<file path="src/rtl/smb_blk_pkg.sv">
package smb_blk_pkg;

  typedef enum logic [3:0] {
    ST_IDLE,
    ST_BW,
    ST_BR,
    ST_BUFRD,
    ST_I2C,
    ST_WAIT_WR,
    ST_WAIT_RD,
    ST_WAIT_OFS,
    ST_WAIT_RCV,
    ST_WAIT_LAST
  } seqState_e;

  typedef enum logic [1:0] {
    IDX_HOLD,
    IDX_CLR,
    IDX_INC
  } idxOp_e;

  typedef enum logic [2:0] {
    BLK_HOLD,
    BLK_HOST,
    BLK_BUF_NEXT,
    BLK_BUF_ZERO,
    BLK_RSP
  } blkSel_e;

  typedef enum logic [1:0] {
    BUF_NONE,
    BUF_BLK_ZERO,
    BUF_BLK_NEXT,
    BUF_HOST_IDX
  } bufSel_e;

  typedef struct packed {
    idxOp_e  idxOp;
    blkSel_e blkSel;
    bufSel_e bufSel;
    logic    cntLoad;
  } dpCmd_t;

endpackage

</file>
<file path="src/rtl/smb_blk_dp.sv">
module smb_blk_dp
  import smb_blk_pkg::*;
#(
  parameter int DEPTH  = 32,
  parameter int DATA_W = 8,
  parameter int CNT_W  = 8,
  localparam int IDX_W = $clog2(DEPTH)
) (
  input  logic              clk,
  input  logic              rstN,
  input  dpCmd_t            cmd,
  input  logic              bufView,
  input  logic [DATA_W-1:0] hostData,
  input  logic [DATA_W-1:0] rspData,
  input  logic              rspWe,
  input  logic [IDX_W-1:0]  mstIdx,
  input  logic [CNT_W-1:0]  countIn,
  output logic [DATA_W-1:0] mstData,
  output logic [DATA_W-1:0] rdData,
  output logic [CNT_W-1:0]  countOut,
  output logic              idxEqCnt,
  output logic              idxNextEqCnt,
  output logic              idxNextEqRdCnt
);

  logic [DATA_W-1:0] mem [DEPTH];
  logic [IDX_W-1:0]  idx;
  logic [IDX_W-1:0]  idxNext;
  logic [DATA_W-1:0] blkReg;
  logic [CNT_W-1:0]  cntReg;

  // wrap at the last entry
  assign idxNext = (idx == IDX_W'(DEPTH - 1)) ? '0 : idx + 1'b1;

  always_ff @(posedge clk or negedge rstN) begin
    if (!rstN) begin
      idx <= '0;
    end else begin
      case (cmd.idxOp)
        IDX_CLR: idx <= '0;
        IDX_INC: idx <= idxNext;
        default: idx <= idx;
      endcase
    end
  end

  // bus master deposits take priority over host-side writes
  always_ff @(posedge clk) begin
    if (rspWe) begin
      mem[mstIdx] <= rspData;
    end else begin
      case (cmd.bufSel)
        BUF_BLK_ZERO: mem[0]       <= blkReg;
        BUF_BLK_NEXT: mem[idxNext] <= blkReg;
        BUF_HOST_IDX: mem[idx]     <= hostData;
        default: ;
      endcase
    end
  end

  always_ff @(posedge clk or negedge rstN) begin
    if (!rstN) begin
      blkReg <= '0;
      cntReg <= '0;
    end else begin
      case (cmd.blkSel)
        BLK_HOST:     blkReg <= hostData;
        BLK_BUF_NEXT: blkReg <= mem[idxNext];
        BLK_BUF_ZERO: blkReg <= mem[0];
        BLK_RSP:      blkReg <= rspData;
        default:      blkReg <= blkReg;
      endcase
      if (cmd.cntLoad) cntReg <= CNT_W'(rspData);
    end
  end

  assign mstData        = mem[mstIdx];
  assign rdData         = bufView ? mem[idx] : blkReg;
  assign countOut       = cntReg;
  assign idxEqCnt       = (CNT_W'(idx) == countIn);
  assign idxNextEqCnt   = (CNT_W'(idxNext) == countIn);
  assign idxNextEqRdCnt = (CNT_W'(idxNext) == cntReg);

  // a buffered host write lands at the index it was issued to
  property bufHostWrite;
    @(posedge clk) disable iff (!rstN)
      (cmd.bufSel == BUF_HOST_IDX && !rspWe) |=> (mem[$past(idx)] == $past(hostData));
  endproperty
  assert_buf_host_write_R6: assert property (bufHostWrite);

endmodule

</file>
<file path="src/rtl/smb_blk_ctrl.sv">
module smb_blk_ctrl
  import smb_blk_pkg::*;
#(
  parameter int DATA_W = 8,
  parameter int CNT_W  = 8
) (
  input  logic              clk,
  input  logic              rstN,
  input  logic              evStart,
  input  logic              startI2c,
  input  logic              startRead,
  input  logic              bufMode,
  input  logic              lastByte,
  input  logic [CNT_W-1:0]  countIn,
  input  logic [DATA_W-1:0] offsetIn,
  input  logic              evBlkWr,
  input  logic              evBlkRd,
  input  logic              evByteDoneClr,
  input  logic              rspValid,
  input  logic              rspErr,
  input  logic              idxEqCnt,
  input  logic              idxNextEqCnt,
  input  logic              idxNextEqRdCnt,
  output dpCmd_t            cmd,
  output logic              bufView,
  output logic              busy,
  output logic              setByteDone,
  output logic              setDone,
  output logic              setDevErr,
  output logic              countWe,
  output logic              reqWrBlk,
  output logic              reqRdBlk,
  output logic              reqOffset,
  output logic              reqRecv,
  output logic              reqFinal,
  output logic              reqStop,
  output logic [CNT_W-1:0]  reqArg
);

  seqState_e st, stNext;
  logic nBd, nDone, nErr, nCnt, nWr, nRd, nOfs, nRecv, nFinal, nStop;
  logic [CNT_W-1:0] nArg;
  logic isAct, isWait, i2cOpen, startMatch;

  assign isAct   = st inside {ST_BW, ST_BR, ST_BUFRD, ST_I2C};
  assign isWait  = st inside {ST_WAIT_WR, ST_WAIT_RD, ST_WAIT_OFS, ST_WAIT_RCV, ST_WAIT_LAST};
  assign i2cOpen = st inside {ST_I2C, ST_WAIT_OFS, ST_WAIT_RCV, ST_WAIT_LAST};
  assign bufView = bufMode && !i2cOpen;
  assign busy    = (st != ST_IDLE);
  // an abandoned transfer restarts from index 0
  assign startMatch = isAct ? (countIn == '0) : idxEqCnt;

  always_comb begin
    stNext      = st;
    cmd.idxOp   = IDX_HOLD;
    cmd.blkSel  = BLK_HOLD;
    cmd.bufSel  = BUF_NONE;
    cmd.cntLoad = 1'b0;
    {nBd, nDone, nErr, nCnt, nWr, nRd, nOfs, nRecv, nFinal, nStop} = '0;
    nArg = '0;

    if (evBlkWr) begin
      if (bufMode) begin
        cmd.bufSel = BUF_HOST_IDX;
        cmd.idxOp  = IDX_INC;
      end else begin
        cmd.blkSel = BLK_HOST;
      end
    end

    if (evBlkRd && bufView) begin
      cmd.idxOp = IDX_INC;
      if (st == ST_BUFRD && idxNextEqRdCnt) begin
        cmd.idxOp = IDX_CLR;
        stNext    = ST_IDLE;
      end
    end

    if (evStart && !isWait) begin
      nStop     = (st == ST_I2C);
      cmd.idxOp = IDX_CLR;
      if (startI2c) begin
        nOfs   = 1'b1;
        nArg   = CNT_W'(offsetIn);
        stNext = ST_WAIT_OFS;
      end else if (!startRead) begin
        if (!bufMode) begin
          cmd.bufSel = BUF_BLK_ZERO;
          nBd        = 1'b1;
          stNext     = ST_BW;
        end else if (startMatch) begin
          nWr    = 1'b1;
          nArg   = countIn;
          stNext = ST_WAIT_WR;
        end else begin
          nErr   = 1'b1;
          stNext = ST_IDLE;
        end
      end else begin
        nRd    = 1'b1;
        stNext = ST_WAIT_RD;
      end
    end else if (evByteDoneClr) begin
      case (st)
        ST_BW: begin
          if (idxNextEqCnt) begin
            nWr       = 1'b1;
            nArg      = countIn;
            cmd.idxOp = IDX_CLR;
            stNext    = ST_WAIT_WR;
          end else begin
            cmd.idxOp  = IDX_INC;
            cmd.bufSel = BUF_BLK_NEXT;
            nBd        = 1'b1;
          end
        end
        ST_BR: begin
          cmd.blkSel = BLK_BUF_NEXT;
          if (lastByte) begin
            cmd.idxOp = IDX_CLR;
            nDone     = 1'b1;
            stNext    = ST_IDLE;
          end else begin
            cmd.idxOp = IDX_INC;
            nBd       = 1'b1;
          end
        end
        ST_I2C: begin
          nRecv  = 1'b1;
          nFinal = lastByte;
          stNext = lastByte ? ST_WAIT_LAST : ST_WAIT_RCV;
        end
        default: ;
      endcase
    end

    if (rspValid) begin
      case (st)
        ST_WAIT_WR: begin
          nErr   = rspErr;
          nDone  = !rspErr;
          stNext = ST_IDLE;
        end
        ST_WAIT_RD: begin
          cmd.idxOp = IDX_CLR;
          if (rspErr) begin
            nErr   = 1'b1;
            stNext = ST_IDLE;
          end else begin
            cmd.cntLoad = 1'b1;
            nCnt        = 1'b1;
            if (bufMode) begin
              nDone  = 1'b1;
              stNext = ST_BUFRD;
            end else begin
              cmd.blkSel = BLK_BUF_ZERO;
              nBd        = 1'b1;
              stNext     = ST_BR;
            end
          end
        end
        ST_WAIT_OFS, ST_WAIT_RCV: begin
          if (rspErr) begin
            nErr   = 1'b1;
            stNext = ST_IDLE;
          end else begin
            cmd.blkSel = BLK_RSP;
            nBd        = 1'b1;
            stNext     = ST_I2C;
          end
        end
        ST_WAIT_LAST: begin
          cmd.idxOp = IDX_CLR;
          nErr      = rspErr;
          nDone     = !rspErr;
          if (!rspErr) cmd.blkSel = BLK_RSP;
          stNext = ST_IDLE;
        end
        default: ;
      endcase
    end
  end

  always_ff @(posedge clk or negedge rstN) begin
    if (!rstN) begin
      st <= ST_IDLE;
      {setByteDone, setDone, setDevErr, countWe, reqWrBlk, reqRdBlk,
       reqOffset, reqRecv, reqFinal, reqStop} <= '0;
      reqArg <= '0;
    end else begin
      st          <= stNext;
      setByteDone <= nBd;
      setDone     <= nDone;
      setDevErr   <= nErr;
      countWe     <= nCnt;
      reqWrBlk    <= nWr;
      reqRdBlk    <= nRd;
      reqOffset   <= nOfs;
      reqRecv     <= nRecv;
      reqFinal    <= nFinal;
      reqStop     <= nStop;
      reqArg      <= nArg;
    end
  end

  // byte-done is only ever raised while a transfer is open
  assert_bytedone_busy_R2: assert property (@(posedge clk) disable iff (!rstN)
    setByteDone |-> busy);

  // a block-write request leaves the sequencer waiting, not done
  assert_wr_waits_R3: assert property (@(posedge clk) disable iff (!rstN)
    reqWrBlk |-> (busy && !setDone));

  // at most one bus request per cycle
  assert_one_req_R8: assert property (@(posedge clk) disable iff (!rstN)
    $onehot0({reqWrBlk, reqRdBlk, reqOffset, reqRecv}));

  // the final flag only qualifies a receive request
  assert_final_recv_R9: assert property (@(posedge clk) disable iff (!rstN)
    reqFinal |-> reqRecv);

  // the abandon stop comes with the new transfer already running
  assert_stop_busy_R11: assert property (@(posedge clk) disable iff (!rstN)
    reqStop |-> busy);

  // a start during a bus wait does not end the transfer
  assert_wait_start_R12: assert property (@(posedge clk) disable iff (!rstN)
    (isWait && evStart && !rspValid) |=> busy);

endmodule

</file>
<file path="src/rtl/smb_blk_seq.sv">
module smb_blk_seq
  import smb_blk_pkg::*;
#(
  parameter int DEPTH  = 32,
  parameter int DATA_W = 8,
  parameter int CNT_W  = 8,
  localparam int IDX_W = $clog2(DEPTH)
) (
  input  logic              clk,
  input  logic              rstN,
  input  logic              evStart,
  input  logic              startI2c,
  input  logic              startRead,
  input  logic              bufMode,
  input  logic              lastByte,
  input  logic [CNT_W-1:0]  countIn,
  input  logic [DATA_W-1:0] offsetIn,
  input  logic              evBlkWr,
  input  logic [DATA_W-1:0] hostWrData,
  input  logic              evBlkRd,
  input  logic              evByteDoneClr,
  output logic [DATA_W-1:0] blkRdData,
  output logic              busy,
  output logic              setByteDone,
  output logic              setDone,
  output logic              setDevErr,
  output logic              countWe,
  output logic [CNT_W-1:0]  countOut,
  output logic              reqWrBlk,
  output logic              reqRdBlk,
  output logic              reqOffset,
  output logic              reqRecv,
  output logic              reqFinal,
  output logic              reqStop,
  output logic [CNT_W-1:0]  reqArg,
  input  logic [IDX_W-1:0]  mstIdx,
  output logic [DATA_W-1:0] mstData,
  input  logic              rspValid,
  input  logic              rspErr,
  input  logic [DATA_W-1:0] rspData,
  input  logic              rspWe
);

  dpCmd_t dpCmd;
  logic   bufView, idxEqCnt, idxNextEqCnt, idxNextEqRdCnt;

  smb_blk_ctrl #(.DATA_W(DATA_W), .CNT_W(CNT_W)) uCtrl (
    .clk(clk), .rstN(rstN),
    .evStart(evStart), .startI2c(startI2c), .startRead(startRead),
    .bufMode(bufMode), .lastByte(lastByte), .countIn(countIn),
    .offsetIn(offsetIn), .evBlkWr(evBlkWr), .evBlkRd(evBlkRd),
    .evByteDoneClr(evByteDoneClr), .rspValid(rspValid), .rspErr(rspErr),
    .idxEqCnt(idxEqCnt), .idxNextEqCnt(idxNextEqCnt),
    .idxNextEqRdCnt(idxNextEqRdCnt),
    .cmd(dpCmd), .bufView(bufView), .busy(busy),
    .setByteDone(setByteDone), .setDone(setDone), .setDevErr(setDevErr),
    .countWe(countWe), .reqWrBlk(reqWrBlk), .reqRdBlk(reqRdBlk),
    .reqOffset(reqOffset), .reqRecv(reqRecv), .reqFinal(reqFinal),
    .reqStop(reqStop), .reqArg(reqArg)
  );

  smb_blk_dp #(.DEPTH(DEPTH), .DATA_W(DATA_W), .CNT_W(CNT_W)) uDp (
    .clk(clk), .rstN(rstN), .cmd(dpCmd), .bufView(bufView),
    .hostData(hostWrData), .rspData(rspData), .rspWe(rspWe),
    .mstIdx(mstIdx), .countIn(countIn), .mstData(mstData),
    .rdData(blkRdData), .countOut(countOut), .idxEqCnt(idxEqCnt),
    .idxNextEqCnt(idxNextEqCnt), .idxNextEqRdCnt(idxNextEqRdCnt)
  );

endmodule

</file>
<file path="config.mk">
export PLATFORM = sky130hd
export DESIGN_NAME = smb_blk_seq
export DESIGN_NICKNAME = d
export VERILOG_FILES = /design/src/rtl/smb_blk_pkg.sv /design/src/rtl/smb_blk_dp.sv /design/src/rtl/smb_blk_ctrl.sv /design/src/rtl/smb_blk_seq.sv
export SDC_FILE = /design/constraint.sdc
export NUM_CORES = 1
export LEC_CHECK = 0
export ABC_CLOCK_PERIOD_IN_PS = 6100
export BUFFER_PORTS_ARGS = -buffer_cell sky130_fd_sc_hd__buf_2
export CAP_MARGIN = 20
export CORE_MARGIN = 4
export CORE_UTILIZATION = 50
export CTS_BUF_LIST = sky130_fd_sc_hd__clkbuf_8
export CTS_CLUSTER_SIZE = 20
export DETAILED_ROUTE_END_ITERATION = 8
export HOLD_SLACK_MARGIN = 0.15
export PLACE_DENSITY = 0.64
export RECOVER_POWER = 25
export SYNTH_ARGS = -nofsm -noshare
export SYNTH_HDL_FRONTEND = slang
export SYNTH_SLANG_ARGS = --single-unit
export TNS_END_PERCENT = 100
</file>
<file path="constraint.sdc">
create_clock -name clk -period 6.1 [get_ports clk]
set_input_delay 0.61 -clock clk [delete_from_list [all_inputs] [get_ports clk]]
set_output_delay 0.61 -clock clk [all_outputs]
set_load 0.02 [all_outputs]
</file>
Word level (Yosys, flattened, before mapping). Memory sizes are Yosys's and may differ from the RTL's. Cells that the tools add are included.

Bits in registers: 43. Bits in writable memories: 256. Logic and storage cells: 188. Memories kept: 1.

$add $sub $neg: 1. Eq/ne operators: 22. Muxes and demuxes: 127. Reduce and logical (&&, ||, !) cells: 22.

Memory list: uDp.mem (words 32, width 8, rd ports 4, clocked after Yosys merged registers in 0, write ports 1, RTL line smb_blk_dp.sv:26) `logic [DATA_W-1:0] mem [DEPTH];`.

Operators with widths (count): 8-bit 2-to-1 mux (12); 1-bit 2-to-1 mux (66); 4-bit 2-to-1 mux (11); 8-bit case mux with 4 select lines (1); 2-bit 2-to-1 mux (14); 5-bit 2-to-1 mux (5); 5-bit by 8-bit == test with 1-bit output (3); 4-bit case mux with 3 select lines (2); 8-bit OR reduction (3); 3-bit 2-to-1 mux (7); 4-bit by 3-bit == test with 1-bit output (second input constant) (4); 4-bit nonzero test (4); 7-bit 2-to-1 mux (2); 5-bit case mux with 2 select lines (1); 4-bit by 2-bit == test with 1-bit output (second input constant) (2); 4-bit == test (second input constant) (2); 8-bit logical NOT (1); 1-bit case mux with 2 select lines (4); 2-bit == test (second input constant) (3); 3-bit by 2-bit == test with 1-bit output (second input constant) (2); 3-bit case mux with 2 select lines (1); 2-bit OR reduction (3); 3-bit OR reduction (2); 5-bit by 1-bit adder with 5-bit output (second input constant) (1); 10 further kinds (16).

Longest topological paths before layout.
Word-level depth: 17. Gate-level depth with buffers: 17.

Cells and area by module. A second synthesis with hierarchy kept.

Cells, all modules: 1152. Area total of the unflattened synthesis: 17560.6 um2.

Modules (own cells, without submodules): smb_blk_dp (times used 1, cells an instance 968, area an instance 15967.8 um2, seq. area each 8212.9 um2); smb_blk_ctrl (times used 1, cells an instance 184, area an instance 1592.8 um2, seq. area each 550.5 um2).

Worst setup path after synthesis. OpenSTA, ideal clock, no wires.

Path type: flip-flop to flip-flop. From: reg uDp.idx[2]. To: mem uDp.mem[0][5], data pin. Arrival time: 3972 ps. Setup slack: 1751 ps. Stages on the path, launching flop included: 15. Path buffers: 5. Cell sequence: dfrtp_1 -> buf_6 -> buf_2 -> buf_1 -> and3_1 -> ha_1 -> buf_2 -> nor2b_1 -> mux2i_4 -> xnor2_2 -> o21ai_2 -> buf_6 -> a21oi_2 -> mux2i_1 -> a21oi_1.

Cells in the longest elaborated chain, start to end: 15. Elaborated cells on any way between the ends: 26. Those cells by class: 1 x add/sub; 5 x eq/ne; 17 x mux; 3 x reduce/logical.

RTL lines: start: declaration (RTL line smb_blk_dp.sv:27) `logic [IDX_W-1:0] idx;`; start signal: assignment (RTL line smb_blk_dp.sv:41) `IDX_INC: idx <= idxNext;`; start signal: assignment (RTL line smb_blk_dp.sv:42) `default: idx <= idx;`; 5-bit by 1-bit adder with 5-bit output or 5-bit == test (tied branches) (RTL line smb_blk_dp.sv:33) `assign idxNext = (idx == IDX_W'(DEPTH - 1)) ? '0 : idx + 1'b1;`; 5-bit 2-to-1 mux * (RTL line smb_blk_dp.sv:33); 5-bit by 8-bit == test with 1-bit output * (RTL line smb_blk_dp.sv:81) `assign idxNextEqCnt = (CNT_W'(idxNext) == countIn);`; 2-bit 2-to-1 mux * (RTL line smb_blk_ctrl.sv:106) `if (idxNextEqCnt) begin`; 2-bit 2-to-1 mux * (RTL line smb_blk_ctrl.sv:104) `case (st)`; 7-bit 2-to-1 mux * (RTL line smb_blk_ctrl.sv:103) `end else if (evByteDoneClr) begin`; 2-bit 2-to-1 mux * (RTL line smb_blk_ctrl.sv:79) `if (evStart && !isWait) begin`; 2-bit by 1-bit == test with 1-bit output (RTL line smb_blk_dp.sv:52) `case (cmd.bufSel)`; 1-bit 2-to-1 mux (RTL line smb_blk_dp.sv:52); 1-bit 2-to-1 mux (RTL line smb_blk_dp.sv:49) `if (rspWe) begin`; 1-bit 2-to-1 mux (not written as such) (RTL line smb_blk_dp.sv:53) `BUF_BLK_ZERO: mem[0] <= blkReg;`; 8-bit OR reduction (no line); 8-bit 2-to-1 mux (no line) (2 in a row); 8-bit 2-to-1 mux (no line) *; end: declaration (RTL line smb_blk_dp.sv:26).

Mark *: on every way between the ends. The rest lies on a longest branch, timed or not.

Worst setup path in the final report.
From: reg uDp.idx[0]. To: reg uDp.idx[3].

Cells in the longest elaborated chain, start to end: 13. Elaborated cells on any way between the ends: 18. Those cells by class: 1 x add/sub; 5 x eq/ne; 10 x mux; 2 x reduce/logical.

RTL lines: 5-bit by 1-bit adder with 5-bit output or 5-bit == test (tied branches) (RTL line smb_blk_dp.sv:33); 5-bit 2-to-1 mux * (RTL line smb_blk_dp.sv:33); 5-bit by 8-bit == test with 1-bit output (RTL line smb_blk_dp.sv:82) `assign idxNextEqRdCnt = (CNT_W'(idxNext) == cntReg);`; 1-bit logical AND (RTL line smb_blk_ctrl.sv:73) `if (st == ST_BUFRD && idxNextEqRdCnt) begin`; 2-bit 2-to-1 mux (RTL line smb_blk_ctrl.sv:73); 2-bit 2-to-1 mux (RTL line smb_blk_ctrl.sv:71) `if (evBlkRd && bufView) begin`; 2-bit case mux with 2 select lines (RTL line smb_blk_ctrl.sv:104); 7-bit 2-to-1 mux (RTL line smb_blk_ctrl.sv:103); 2-bit 2-to-1 mux (RTL line smb_blk_ctrl.sv:79); 2-bit 2-to-1 mux (RTL line smb_blk_ctrl.sv:138) `case (st)`; 5-bit 2-to-1 mux (RTL line smb_blk_ctrl.sv:137) `if (rspValid) begin`; 2-bit == test or 2-bit by 1-bit == test with 1-bit output (tied branches) (RTL line smb_blk_dp.sv:39) `case (cmd.idxOp)`; 5-bit case mux with 2 select lines or 2-bit nonzero test (tied branches).

Marks and branches as above. A chain may end at the register's enable or synchronous reset.

==> impl_metrics.ini <==
[logic_synthesis]
synth_nets = 1262
ys_seq_area_share_pct = 50.2
synth-edff-count = 256
synth_top_cell_by_area = edfxtp_1
synth.distinct_cells = 77
yosys-top-cells-area = edfxtp_1 44%, mux4_2 24%, dfrtp_1 6.2%
synth_top_area_share_pct = 44.1
syn_area_per_cell_um2 = 14.4
ys_ff_latch = 299
synth_top_cells_by_count = 256 x edfxtp_1, 185 x mux4_2, 115 x nand2_1, 55 x nor2_1, 53 x clkbuf_1
syn_inst = 1209
synthFlopType = edfxtp_1
yosysMostFrequentCell = edfxtp_1
synthesis.area_mm2 = 0.0174
yosysWarnings = 0
synthArstFlopShare_pct = 14.4

[global_routing]
antenna_found_initial = 0
grt_use_met1_pct = 42.7
met2_usage_pct = 45.1
grt_max_degree = 124
use_met3_pct = 8.94
top_usage_layer = met2
grt_pass1_wl_um = 84300
grt_usage_pct = 29.9
grt-ovfl-total = 0
grt_pass1_vias = 12400

[place]
dp_hpwl_um = 37500
place.port_buffers = 92
post-place-ws_ns = 1.34
dp.cells = 1695
globalplace.congestion = 0.959
place_area_mm2 = 0.0184

[final_layout]
diodes = 0
layout.cells.non_filler = 1799
fin_nets = 1354
drive_gt1_share_pct = 31.8
syn2layout_area_growth_pct = 11.8
final_core_utilization_pct = 56.6
design_area_mm2 = 0.0195

[outcome]
status = finished with violations
violations = capacitance limit, slew limit

[sta]
worstMarginPinSlew_ns = 2.24
max_slew_margin_pct = -49.4
setup_viol = 0
layout_min_cycle_time_ns = 5.17
finalCritPeriodShare_pct = 84.7
slew_violations = 57
fmax_mhz = 194
setup_ws_ns = 0.934
rsz0062_at_grt = false
tns_ns = 0
holdWs_ns = 0.210
skew_ns = 0.0252
hold_violations = 0

[cts]
post-cts-setup-buffers = 0
clk_pin_slew_worst_paths_ns = 0.06
cts_root_buffer = clkbuf_8
cts_tree = built
worstSkewPairLatency_ns = 0.64
clockBufferDepth = 3
htreeDepth = 2
cts_sinks = 299
numCtsBuffers = 52

[routing]
drt-total-wl_um = 57200
detail-route-antenna-nets = 0
viasPerCell = 7.12
vias = 12800
drt_iter0_drc = 1925
remaining_drc_errors = 0
first_pass_iters = 6
avgRoutedWirePerCell_um = 31.8

[job]
max-cap-violations = 2

[critical_path]
critPathKind = flip-flop to flip-flop
worstPathMaxFanout = 25
end_kind = flip-flop
arrival_ns = 5.72
required_ns = 6.66
startpoint_type = flip-flop

[power_and_ir_drop]
p_leak_nw = 6.44
finalPower_mw = 6.62
ir_drop_uv = 272
power_density_mw_per_mm2 = 339

[floorplanning]
ios = 93
dieArea_mm2 = 0.0379
die-width_um = 195
core_mm2 = 0.0345
rows = 68
initial_core_util_pct = 50.6
die_y_um = 195

[min_path]
holdCritPathClass = input pin to flip-flop
area by class of cell:
| type | instances | area [um^2] |
|---|---|---|
| clock buffers | 53 | 729 |
| clock inverters | 44 | 415 |
| fillers | 2762 | 14900 |
| inverters | 11 | 41.3 |
| multi-input cells | 792 | 8150 |
| flip-flops and latches | 299 | 8770 |
| well taps | 455 | 569 |
| repair buffers | 145 | 830 |
worst max-delay path, cell delays in order (launching register included):
cell      delay [ns]
dfrtp_4         0.49
ha_1            0.31
and3_1          0.22
ha_1            0.27
buf_4           0.30
nor2_1          0.33
clkbuf_1        1.33
a31oi_1         0.21
o31ai_1         0.16
nand4_1         0.28
o211ai_1        0.20
a21oi_1         0.12
ha_1            0.39
nor2b_1         0.31
a22o_1          0.18
routing by layer:
metal / part of all wire [%] / up-vias
li1: - / 5185
met1: 37 / 6515
met2: 46 / 983
met3: 14 / 133
met4: 3.1 / 0
met5: 0 / -
power by group:
group / internal (mW) / switching, mW
Combinational: 0.770 / 1.24
Sequential: 2.40 / 0.144
Clock: 1.16 / 0.902
Total: 4.33 / 2.28
what timing repair did:
item                                   4_1_cts  5_1_grt
hold buffers                                 0        1
resized for setup                            0        0
endpoints found under the hold margin        0       18
sequential cells by signal (all words and copies together) (netlist names), 4 cells and up:
register	flops
uCtrl.reqArg	8
uDp.countOut	8
uDp.mem	256
uCtrl.st	4
uDp.blkReg	8
uDp.idx	5
worst paths after layout:
path,start,to,slack (ns),cells past startpoint
hold / removal,offsetIn[3],uCtrl.reqArg[3],0.21,2
setup / recovery,uDp.idx[0],uDp.idx[3],0.93,14
setup reg to reg,uDp.idx[0],uDp.idx[3],0.93,14
min in group asynchronous,rstN,uDp.countOut[0],0.71,2
max in group asynchronous,rstN,uDp.idx[0],3.40,3
hold reg to reg,uDp.countOut[6],uDp.countOut[6],0.51,2
placed cells by master, fill, tap and decap left out, types with 15 or more instances in the layout:
cell	netlist	routed
dfrtp_1	43	40
a21oi_1	45	40
edfxtp_1	256	256
a221oi_1	35	35
mux2i_1	44	45
nor2_1	55	56
nor3_1	28	28
clkbuf_1	53	37
clkinv_1	1	16
buf_4	4	41
nor2b_1	16	15
nand3_1	28	28
mux2_2	17	16
clkbuf_8	0	53
nand2_1	115	115
o21ai_0	30	31
buf_2	30	61
a211oi_1	15	15
a22o_1	15	15
mux4_2	185	185
kinds of logic after synthesis:
kind of cell | Yosys count | share of synthesized area (%)
AOI/OAI and AO/OA | 221 | 9.26
muxes | 247 | 27.6
DFF | 299 | 50.2
adders and majority gates | 3 | 0.215
and+or+nand+nor | 308 | 8.83
buffers and inverters | 118 | 3.14
xor gates and xnor gates | 13 | 0.696
Power figures use the tool's default switching activity.
